**src/rtl/slm_pkg.sv**
```systemverilog
package slm_pkg;
  // Measurement phases
  typedef enum logic [1:0] {
    ST_IDLE  = 2'd0,
    ST_COUNT = 2'd1,
    ST_DONE  = 2'd2
  } measState_t;

  // Control-to-datapath strobes
  typedef struct packed {
    logic clr;  // zero the count and the overflow flag
    logic inc;  // advance the count by one (saturating)
  } cntStrobe_t;
endpackage

```
**src/rtl/slm_sync.sv**
```systemverilog
module slm_sync #(
  parameter int STAGES  = 2,
  parameter bit RST_VAL = 1'b1
) (
  input  logic clk,
  input  logic rst,
  input  logic din,
  output logic dout
);
  generate
    if (STAGES == 0) begin : g_bypass
      assign dout = din;
    end else begin : g_chain
      logic [STAGES-1:0] shReg;
      always_ff @(posedge clk) begin
        if (rst) begin
          shReg <= {STAGES{RST_VAL}};
        end else begin
          shReg[0] <= din;
          for (int i = 1; i < STAGES; i++) begin
            shReg[i] <= shReg[i-1];
          end
        end
      end
      assign dout = shReg[STAGES-1];
    end
  endgenerate
endmodule

```
**src/rtl/slm_ctrl.sv**
```systemverilog
module slm_ctrl
  import slm_pkg::*;
#(
  parameter int SYNC_STAGES = 2
) (
  input  logic       clk,
  input  logic       rst,
  input  logic       syncReqNA,
  input  logic       syncReqNB,
  input  logic       linkValid,
  output cntStrobe_t stb,
  output logic       measDone,
  output logic       measBusy
);
  logic syncRelA;
  logic syncRelB;
  logic relNow;
  logic relPrev;
  logic relEdge;
  measState_t stCur;
  measState_t stNxt;

  slm_sync #(.STAGES(SYNC_STAGES), .RST_VAL(1'b1)) u_syncA (
    .clk(clk), .rst(rst), .din(syncReqNA), .dout(syncRelA)
  );
  slm_sync #(.STAGES(SYNC_STAGES), .RST_VAL(1'b1)) u_syncB (
    .clk(clk), .rst(rst), .din(syncReqNB), .dout(syncRelB)
  );

  // Combined release: both links have dropped their request
  assign relNow = syncRelA & syncRelB;

  always_ff @(posedge clk) begin
    if (rst) relPrev <= 1'b1;
    else     relPrev <= relNow;
  end

  assign relEdge = relNow & ~relPrev;

  always_comb begin
    stNxt   = stCur;
    stb.clr = 1'b0;
    stb.inc = 1'b0;
    case (stCur)
      ST_IDLE: begin
        if (relEdge) begin
          stNxt   = ST_COUNT;
          stb.clr = 1'b1;
        end
      end
      ST_COUNT: begin
        if (!relNow) begin
          stNxt   = ST_IDLE;
          stb.clr = 1'b1;
        end else if (linkValid) begin
          stNxt = ST_DONE;
        end else begin
          stb.inc = 1'b1;
        end
      end
      ST_DONE: begin
        if (!relNow) stNxt = ST_IDLE;
      end
      default: stNxt = ST_IDLE;
    endcase
  end

  always_ff @(posedge clk) begin
    if (rst) stCur <= ST_IDLE;
    else     stCur <= stNxt;
  end

  assign measBusy = (stCur == ST_COUNT);
  assign measDone = (stCur == ST_DONE);


  keep_counting_chk: assert property (@(posedge clk) disable iff (rst)
    measBusy && relNow && !linkValid |=> measBusy);


  stop_on_valid_chk: assert property (@(posedge clk) disable iff (rst)
    measBusy && relNow && linkValid |=> measDone && !measBusy);


  abort_on_request_chk: assert property (@(posedge clk) disable iff (rst)
    measBusy && !relNow |=> !measBusy && !measDone);


  done_hold_chk: assert property (@(posedge clk) disable iff (rst)
    measDone && relNow |=> measDone);


  single_link_chk: assert property (@(posedge clk) disable iff (rst)
    !measBusy && !(syncRelA && syncRelB) |=> !measBusy);
endmodule

```
**src/rtl/slm_dpath.sv**
```systemverilog
module slm_dpath
  import slm_pkg::*;
#(
  parameter int CNT_W = 16
) (
  input  logic             clk,
  input  logic             rst,
  input  cntStrobe_t       stb,
  output logic [CNT_W-1:0] latCount,
  output logic             cntOvf
);
  localparam logic [CNT_W-1:0] CNT_MAX = {CNT_W{1'b1}};

  always_ff @(posedge clk) begin
    if (rst) begin
      latCount <= '0;
      cntOvf   <= 1'b0;
    end else if (stb.clr) begin
      latCount <= '0;
      cntOvf   <= 1'b0;
    end else if (stb.inc) begin
      if (latCount == CNT_MAX) cntOvf   <= 1'b1;
      else                     latCount <= latCount + 1'b1;
    end
  end


  strobe_excl_chk: assert property (@(posedge clk) disable iff (rst)
    !(stb.clr && stb.inc));


  no_overflow_chk: assert property (@(posedge clk) disable iff (rst)
    cntOvf |-> latCount == CNT_MAX);


  monotonic_chk: assert property (@(posedge clk) disable iff (rst)
    !stb.clr |=> latCount >= $past(latCount));
endmodule

```
**src/rtl/link_latency_meter.sv**
```systemverilog
module link_latency_meter
  import slm_pkg::*;
#(
  parameter int CNT_W       = 16,
  parameter int SYNC_STAGES = 2
) (
  input  logic             clk,
  input  logic             rst,
  input  logic             syncReqNA,
  input  logic             syncReqNB,
  input  logic             linkValid,
  output logic [CNT_W-1:0] latCount,
  output logic             measDone,
  output logic             measBusy,
  output logic             measOvf
);
  cntStrobe_t stb;

  slm_ctrl #(.SYNC_STAGES(SYNC_STAGES)) u_ctrl (
    .clk(clk), .rst(rst),
    .syncReqNA(syncReqNA), .syncReqNB(syncReqNB), .linkValid(linkValid),
    .stb(stb), .measDone(measDone), .measBusy(measBusy)
  );

  slm_dpath #(.CNT_W(CNT_W)) u_dpath (
    .clk(clk), .rst(rst), .stb(stb),
    .latCount(latCount), .cntOvf(measOvf)
  );


  frozen_count_chk: assert property (@(posedge clk) disable iff (rst)
    measDone |=> !measDone || $stable(latCount));


  reset_state_chk: assert property (@(posedge clk)
    rst |=> latCount == '0 && !measDone && !measBusy && !measOvf);
endmodule

```
**config.mk**
```make
export PLATFORM = sky130hd
export DESIGN_NAME = link_latency_meter
export DESIGN_NICKNAME = d
export VERILOG_FILES = /design/src/rtl/slm_pkg.sv /design/src/rtl/slm_sync.sv /design/src/rtl/slm_ctrl.sv /design/src/rtl/slm_dpath.sv /design/src/rtl/link_latency_meter.sv
export SDC_FILE = /design/constraint.sdc
export NUM_CORES = 1
export LEC_CHECK = 0
export BUFFER_PORTS_ARGS = -buffer_cell sky130_fd_sc_hd__clkbuf_2
export CAP_MARGIN = 20
export CORE_MARGIN = 3
export CORE_UTILIZATION = 45
export CTS_BUF_LIST = sky130_fd_sc_hd__clkbuf_8
export DETAILED_ROUTE_END_ITERATION = 7
export GPL_TIMING_DRIVEN = 1
export MAX_ROUTING_LAYER = met4
export PLACE_DENSITY = 0.76
export SLEW_MARGIN = 20
export SYNTH_ARGS = -nofsm -noshare
export SYNTH_HDL_FRONTEND = slang
export SYNTH_SLANG_ARGS = --single-unit
```
**constraint.sdc**
```tcl
create_clock -name clk -period 3.76 [get_ports clk]
set_clock_uncertainty 0.1 [all_clocks]
set_input_delay 0.752 -clock clk [delete_from_list [all_inputs] [get_ports clk]]
set_output_delay 0.752 -clock clk [all_outputs]
set_load 0.01 [all_outputs]
```
==> load_flow_metrics.sql, run 1 <==
INSERT INTO impl_metrics (metric_group, metric, value, unit) VALUES
('pwr', 'powerDensity', '372', 'nW/um^2'),
('worst_hold_path', 'min_delay_path_depth', '1', ''),
('routing', 'met1_length', '1110', 'um'),
('routing', 'detailroute.via_count', '1067', ''),
('setup_path', 'timing.reg2reg.setup_slack', '1.61', 'ns'),
('grt', 'largest_net_degree_at_the_start_of_global_routing', '18', ''),
('cts', 'cts.htree.levels', '1', ''),
('yosys', 'postSynthCellCount', '126', ''),
('setup_path', 'critPathTopFamily', 'simple AND/OR/NAND/NOR gates', ''),
('yosys', 'syn-num-nets', '132', ''),
('timing', 'grt_setup_unrepaired', 'no', ''),
('yosys', 'register_area_share_after_synthesis', '43.1', '%'),
('setup_path', 'worst_path_arrival', '2.24', 'ns'),
('timing', 'tightestPinTransition', '0.689', 'ns'),
('setup_path', 'worst_path_largest_cell_delay', '0.48', 'ns'),
('cts', 'cts_tree', 'built', ''),
('routing', 'top_layer_used', 'met4', ''),
('die', 'placementRows', '17', ''),
('cts', 'cts_hold_buffers', '0', ''),
('routing', 'detail_route.drc_violations', '0', ''),
('worst_hold_path', 'hold_path_class', 'flip-flop to flip-flop', ''),
('setup_path', 'worst_setup_path_start_kind', 'flip-flop', ''),
('pwr', 'post-layout-total-power', '498', 'uW'),
('cts', 'post_cts.repair.setup_buffers', '0', ''),
('cts', 'cts.reportedPaths.clkPinSlew', '0.08', 'ns'),
('routing', 'routed_wl', '2410', 'um'),
('die', 'placeableCoreArea', '2280', 'um^2'),
('cts', 'clkLatencyLatePin', '0.26', 'ns'),
('outcome', 'run_status', 'complete, no violations', ''),
('routing', 'drt-wirelength-per-cell', '13.5', 'um'),
('cts', 'cts_resized', '0', ''),
('finish', 'n_antenna_cell', '0', ''),
('cts', 'cts.sinks', '24', ''),
('die', 'design.die.area', '3110', 'um^2'),
('worst_hold_path', 'holdPathEnd', 'u_ctrl.u_syncB.g_chain.shReg[1]$_SDFF_PP1_', ''),
('pwr', 'max-vdd-ir-drop', '0.000324', 'V'),
('finish', 'post_layout_nonfiller_instances', '178', ''),
('die', 'die_w', '55.8', 'um'),
('yosys', 'synth.cell_area', '1110', 'um^2'),
('setup_path', 'worstReg2RegStart', 'u_dpath.latCount[0]$_SDFFE_PP0P_', ''),
('placed_design', 'portBuffers', '23', ''),
('routing', 'wl_met2', '1200', 'um'),
('routing', 'drtAntennaViolNets', '0', ''),
('cts', 'cts_made_buffers', '3', ''),
('timing', 'report.final.hold_viol_count', '0', ''),
('timing', 'slew_headroom', '54.0', '%'),
('die', 'dieHeight', '55.8', 'um'),
('routing', 'post_drt_via_cell_ratio', '5.99', ''),
('cts', 'clk_tree_root_cell', 'clkbuf_8', ''),
('setup_path', 'critical_path.n_buffers_inverters', '0', ''),
('cts', 'cts-root-to-sink-buffers', '2', ''),
('yosys', 'post_synth_num_cell_types', '33', ''),
('timing', 'final.min_clock_period', '2.15', 'ns'),
('worst_hold_path', 'launch_instance_of_the_worst_min_delay_path', 'u_ctrl.u_syncB.g_chain.shReg[0]$_SDFF_PP1_', ''),
('yosys', 'library_cell_with_the_largest_summed_area_after_synthesis', 'dfxtp_1', ''),
('grt', 'total_routing_resource_utilization_after_global_routing', '16.6', '%'),
('placed_design', 'post-dp-hpwl', '1830', 'um'),
('grt', 'vias_in_the_first_global_route', '965', ''),
('timing', 'setup_tns', '0', 'ns'),
('die', 'io_pins', '24', ''),
('setup_path', 'worstSetupEndpointType', 'flip-flop', ''),
('flow_run', 'cap_viol_max_count', '0', ''),
('setup_path', 'cp_cell_sequence', 'ha_1 -> nand4_1 -> or3_1 -> or4_1 -> a21oi_1', ''),
('yosys', 'synth-seq-cells', '24', ''),
('finish', 'num-nets-final', '157', ''),
('setup_path', 'crit_slowest_cell', 'or4_1', ''),
('timing', 'clock.fmax', '465', 'MHz'),
('routing', 'detailedRoute.firstPassIterationCount', '4', ''),
('setup_path', 'worst_r2r_endpoint', 'u_dpath.latCount[14]$_SDFFE_PP0P_', ''),
('timing', 'finalSetupViolations', '0', ''),
('yosys', 'synth_area_leaders', 'dfxtp_1 43%, a21oi_1 6.7%, o31ai_1 6.1%', '');
Yosys cell counts:
master,n
nand2b_1,1
dfxtp_1,24
inv_1,2
or3b_1,1
mux2_2,1
nand3_1,4
or4b_1,1
nor3b_2,1
ha_1,1
a21oi_1,15
a31oi_1,1
or2_0,1
nor2_1,6
mux2i_1,1
or4_1,8
a211oi_1,1
clkbuf_1,2
or3_1,6
nor4_1,3
o31ai_1,9
o21bai_1,2
and2_1,2
and4_1,2
nor3_1,4
nor3b_1,1
and3_1,1
nor2b_1,2
or2_2,4
nand4b_2,1
buf_2,2
nand4_1,8
nand2_1,4
o21ai_0,4
how the worst max path moves through the flow:
stage / start / end / slack, ns / depth (start not counted)
6_report: u_dpath.latCount[0]$_SDFFE_PP0P_ / u_dpath.latCount[14]$_SDFFE_PP0P_ / 1.61 / 5
2_1_floorplan: u_dpath.latCount[0]$_SDFFE_PP0P_ / u_dpath.latCount[14]$_SDFFE_PP0P_ / 1.80 / 5
3_3_place_gp: linkValid / u_dpath.latCount[11]$_SDFFE_PP0P_ / 1.55 / 5
4_1_cts: u_dpath.latCount[0]$_SDFFE_PP0P_ / u_dpath.latCount[10]$_SDFFE_PP0P_ / 1.63 / 5
5_1_grt: u_dpath.latCount[1]$_SDFFE_PP0P_ / u_dpath.latCount[5]$_SDFFE_PP0P_ / 1.40 / 6
3_5_place_dp: linkValid / u_dpath.latCount[15]$_SDFFE_PP0P_ / 1.49 / 5
worst reg2reg max path: stages (launching register included):
cell and delay [ns]:
dfxtp_1 0.44, ha_1 0.24, nand4_1 0.21, or3_1 0.46, or4_1 0.48, a21oi_1 0.15
metal layers:
layer | vias up | GRT usage, %
li1 | 538 | -
met1 | 506 | 19.8
met2 | 21 | 28.2
met3 | 2 | 4.64
met4 | 0 | 2.78
met5 | - | -
power breakdown:
group | switching (uW) | total (uW) | internal, uW
registers | 2.55 | 260 | 257
clock network | 78.7 | 221 | 142
logic | 10.0 | 16.9 | 6.90
total | 91.3 | 498 | 406
metrics by stage:
step           setup WS [ns]  area (um^2)  util, %  hold slack (ns)
2_1_floorplan           1.80         1110        -            0.289
3_3_place_gp            1.55         1260     55.4            0.294
3_5_place_dp            1.49         1260     55.6            0.300
4_1_cts                 1.63         1340     58.7            0.322
5_1_grt                 1.40         1340     58.7            0.335
6_report                1.61         1340     58.7            0.317
cells by family (layout without fill, tap and decap cells):
kind of cell | Yosys count | in the layout | share of synthesized area [%]
AND/OR/NAND/NOR | 61 | 61 | 34.5
flip-flops | 24 | 24 | 43.1
buffers and inverters | 6 | 30 | 2.25
adder cells (fa/ha/maj) | 1 | 1 | 1.12
AO/OA/AOI/OAI | 32 | 32 | 17.2
multiplexers | 2 | 2 | 1.91
cell type report:
cell class	instances	area, um^2
clock inverter	1	30.0
sequential	24	480
tap	28	35.0
multi-input combinational	96	619
fill	206	940
clock buffer	3	41.3
timing repair buffer	24	123
inverter	2	7.51
cells in the final DEF, fill, tap and decap left out, drive strengths merged, types with 5 or more instances in the layout:
master | synthesis | layout
a21oi | 15 | 15
clkbuf | 2 | 26
dfxtp | 24 | 24
nand4 | 8 | 8
nor2 | 6 | 6
o31ai | 9 | 9
or2 | 5 | 5
or3 | 6 | 6
or4 | 8 | 8
registers in the layout, summed over array words and instances (netlist names):
signal and count:
u_ctrl.relPrev 1, u_ctrl.stCur 2, u_ctrl.u_syncA.g_chain.shReg 2, u_ctrl.u_syncB.g_chain.shReg 2, u_dpath.cntOvf 1, u_dpath.latCount 16
Note: power is estimated with default switching activity, not from simulation.
==> run 2: changes to the inputs <==
- clock period: 3.76 -> 2.1 ns (I/O delays scaled with it)
==> load_flow_metrics.sql, run 2 (synthesis gave the netlist of run 1 again) <==
INSERT INTO impl_metrics (metric_group, metric, value, unit) VALUES
('timing', 'final.min_clock_period', '2.00', 'ns'),
('placed_design', 'gp_routability_congestion', '0.803', ''),
('pwr', 'power.static_leakage', '0.000477', 'uW'),
('setup_path', 'worstPathRequired', '2.20', 'ns'),
('timing', 'report.final.hold_viol_count', '0', ''),
('finish', 'num-nets-final', '161', ''),
('finish', 'most-common-layout-cells', '23 x clkbuf_2, 23 x dfxtp_1, 15 x a21oi_1', ''),
('pwr', 'max-vdd-ir-drop', '0.000582', 'V'),
('setup_path', 'timing.reg2reg.worst_path_depth', '5', ''),
('cts', 'cts.reportedPaths.clkPinSlew', '0.08', 'ns'),
('setup_path', 'crit_slowest_cell', 'or4_1', ''),
('outcome', 'run_status', 'complete, no violations', ''),
('die', 'placementRows', '17', ''),
('timing', 'tightestPinTransition', '0.507', 'ns'),
('cts', 'cts.sinks', '24', ''),
('setup_path', 'worstReg2RegStart', 'u_dpath.latCount[0]$_SDFFE_PP0P_', ''),
('cts', 'cts-root-to-sink-buffers', '2', ''),
('finish', 'largest_register_ff_count', '16', ''),
('cts', 'cts_hold_buffers', '0', ''),
('cts', 'clk_tree_root_cell', 'clkbuf_8', ''),
('finish', 'post_route_cells_drive_above_1_share', '26.6', '%'),
('setup_path', 'worst_r2r_endpoint', 'u_dpath.latCount[10]$_SDFFE_PP0P_', ''),
('die', 'design.die.area', '3110', 'um^2'),
('cts', 'cts.htree.levels', '1', ''),
('die', 'io_pins', '24', ''),
('setup_path', 'critPathTopFamily', 'simple AND/OR/NAND/NOR gates', ''),
('timing', 'finalSetupViolations', '0', ''),
('grt', 'grt_remaining_overflow', '0', ''),
('timing', 'hold_ws', '0.235', 'ns'),
('grt', 'total_routing_resource_utilization_after_global_routing', '16.6', '%'),
('setup_path', 'setup.worst_path.start', 'u_dpath.latCount[0]$_SDFFE_PP0P_', ''),
('worst_hold_path', 'min_delay_path_depth', '2', ''),
('routing', 'detailedRoute.firstPassIterationCount', '4', ''),
('timing', 'clock.fmax', '500', 'MHz'),
('setup_path', 'timing.reg2reg.setup_slack', '0.1', 'ns'),
('timing', 'setup_tns', '0', 'ns'),
('grt', 'largest_net_degree_at_the_start_of_global_routing', '18', ''),
('die', 'die_w', '55.8', 'um'),
('routing', 'drtAntennaViolNets', '0', ''),
('setup_path', 'worst_path_arrival', '2.10', 'ns'),
('routing', 'top_layer_used', 'met4', ''),
('placed_design', 'portBuffers', '23', ''),
('timing', 'slew_headroom', '65.9', '%'),
('routing', 'wl_met2', '1130', 'um'),
('routing', 'detail_route.drc_violations', '0', ''),
('cts', 'clkLatencyLatePin', '0.27', 'ns'),
('routing', 'wl_met3', '94', 'um'),
('timing', 'timing.final.max_slew_violations', '0', ''),
('cts', 'cts_tree', 'built', ''),
('flow_run', 'cap_viol_max_count', '0', ''),
('finish', 'n_antenna_cell', '0', ''),
('routing', 'post_drt_via_cell_ratio', '5.88', ''),
('setup_path', 'crit_fanout', '7', ''),
('worst_hold_path', 'hold_path_class', 'input pin to flip-flop', ''),
('die', 'dieHeight', '55.8', 'um'),
('grt', 'vias_in_the_first_global_route', '1006', ''),
('setup_path', 'cp_cell_sequence', 'ha_1 -> nand4_1 -> or4_1 -> or3_1 -> a21oi_1', ''),
('grt', 'number_of_antenna_violations_at_the_first_check_in_global_routing', '0', ''),
('cts', 'cts_made_buffers', '3', ''),
('setup_path', 'crit_cells', '5', ''),
('setup_path', 'critical_path.n_buffers_inverters', '0', ''),
('finish', 'areaGrowthSynthToFinish', '20.9', '%'),
('die', 'placeableCoreArea', '2280', 'um^2'),
('placed_design', 'post-dp-hpwl', '1820', 'um'),
('timing', 'fin_crit_sh', '95.3', '%'),
('die', 'start_util', '49.0', '%'),
('setup_path', 'worst_path_largest_cell_delay', '0.61', 'ns'),
('routing', 'detailroute.via_count', '1071', ''),
('routing', 'drt-wirelength-per-cell', '13.3', 'um'),
('routing', 'routed_wl', '2420', 'um'),
('setup_path', 'worstSetupEndpointType', 'flip-flop', ''),
('setup_path', 'end_of_the_critical_path', 'u_dpath.latCount[10]$_SDFFE_PP0P_', ''),
('timing', 'grt_setup_unrepaired', 'yes', ''),
('grt', 'grt_pass1_wl', '4200', 'um'),
('setup_path', 'timing_worst_setup_path_type', 'flip-flop to flip-flop', ''),
('pwr', 'powerDensity', '600', 'nW/um^2'),
('setup_path', 'worst_setup_path_start_kind', 'flip-flop', ''),
('routing', 'met1_length', '1130', 'um'),
('finish', 'max_flop_register', 'u_dpath.latCount', ''),
('routing', 'dr.first_iter.drc_count', '19', '');
[run 2: worst reg2reg max path, stage by stage, from the launching register on]
cell     delay (ns)
dfxtp_2        0.39
ha_1           0.21
nand4_1        0.15
or4_1          0.61
or3_1          0.34
a21oi_1        0.14
[run 2: power by group]
group          internal (uW)  leakage (uW)  switching [uW]
Combinational           13.6      0.000253            18.4
Sequential               461      0.000195            4.27
Clock                    167     0.0000288             144
[run 2: metrics by stage]
step	total power, uW	instance area (um^2)	util (%)	instances	worst slack, ns
6_report	808	1350	59.2	182	0.0995
5_1_grt	843	1350	59.2	182	-0.0293
4_1_cts	819	1350	59.2	182	0.0342
3_5_place_dp	508	1290	56.7	178	0.0598
3_3_place_gp	507	1290	56.7	178	0.0819
2_1_floorplan	494	1110	-	126	0.141
[run 2: repair_timing]
action,CTS,global route
gates resized for setup,0,1
endpoints found under the setup margin,0,4
buffers inserted,0,0
[run 2: how the worst min path moves through the flow]
stage / start / endpoint / slack, ns
final: syncReqNB / u_ctrl.u_syncB.g_chain.shReg[0]$_SDFF_PP1_ / 0.24
after global routing: syncReqNB / u_ctrl.u_syncB.g_chain.shReg[0]$_SDFF_PP1_ / 0.23
after CTS: syncReqNB / u_ctrl.u_syncB.g_chain.shReg[0]$_SDFF_PP1_ / 0.23
after detailed placement: u_ctrl.u_syncB.g_chain.shReg[0]$_SDFF_PP1_ / u_ctrl.u_syncB.g_chain.shReg[1]$_SDFF_PP1_ / 0.29
after global placement: u_ctrl.u_syncB.g_chain.shReg[0]$_SDFF_PP1_ / u_ctrl.u_syncB.g_chain.shReg[1]$_SDFF_PP1_ / 0.29
after floorplan: u_ctrl.u_syncA.g_chain.shReg[0]$_SDFF_PP1_ / u_ctrl.u_syncA.g_chain.shReg[1]$_SDFF_PP1_ / 0.29
[run 2: area by class of cell]
class / instances / area [um^2]
fill: 202 / 928
timing repair buffer: 28 / 153
clock buffer: 4 / 55.1
multi-input combinational: 96 / 616
sequential: 24 / 482
inverter: 2 / 7.51
tap: 28 / 35.0
[run 2: layer usage]
| metal | GRT usage (%) | vias up |
|---|---|---|
| li1 | - | 548 |
| met1 | 20.3 | 492 |
| met2 | 27.2 | 25 |
| met3 | 1.39 | 6 |
| met4 | 8.68 | 0 |
| met5 | - | - |
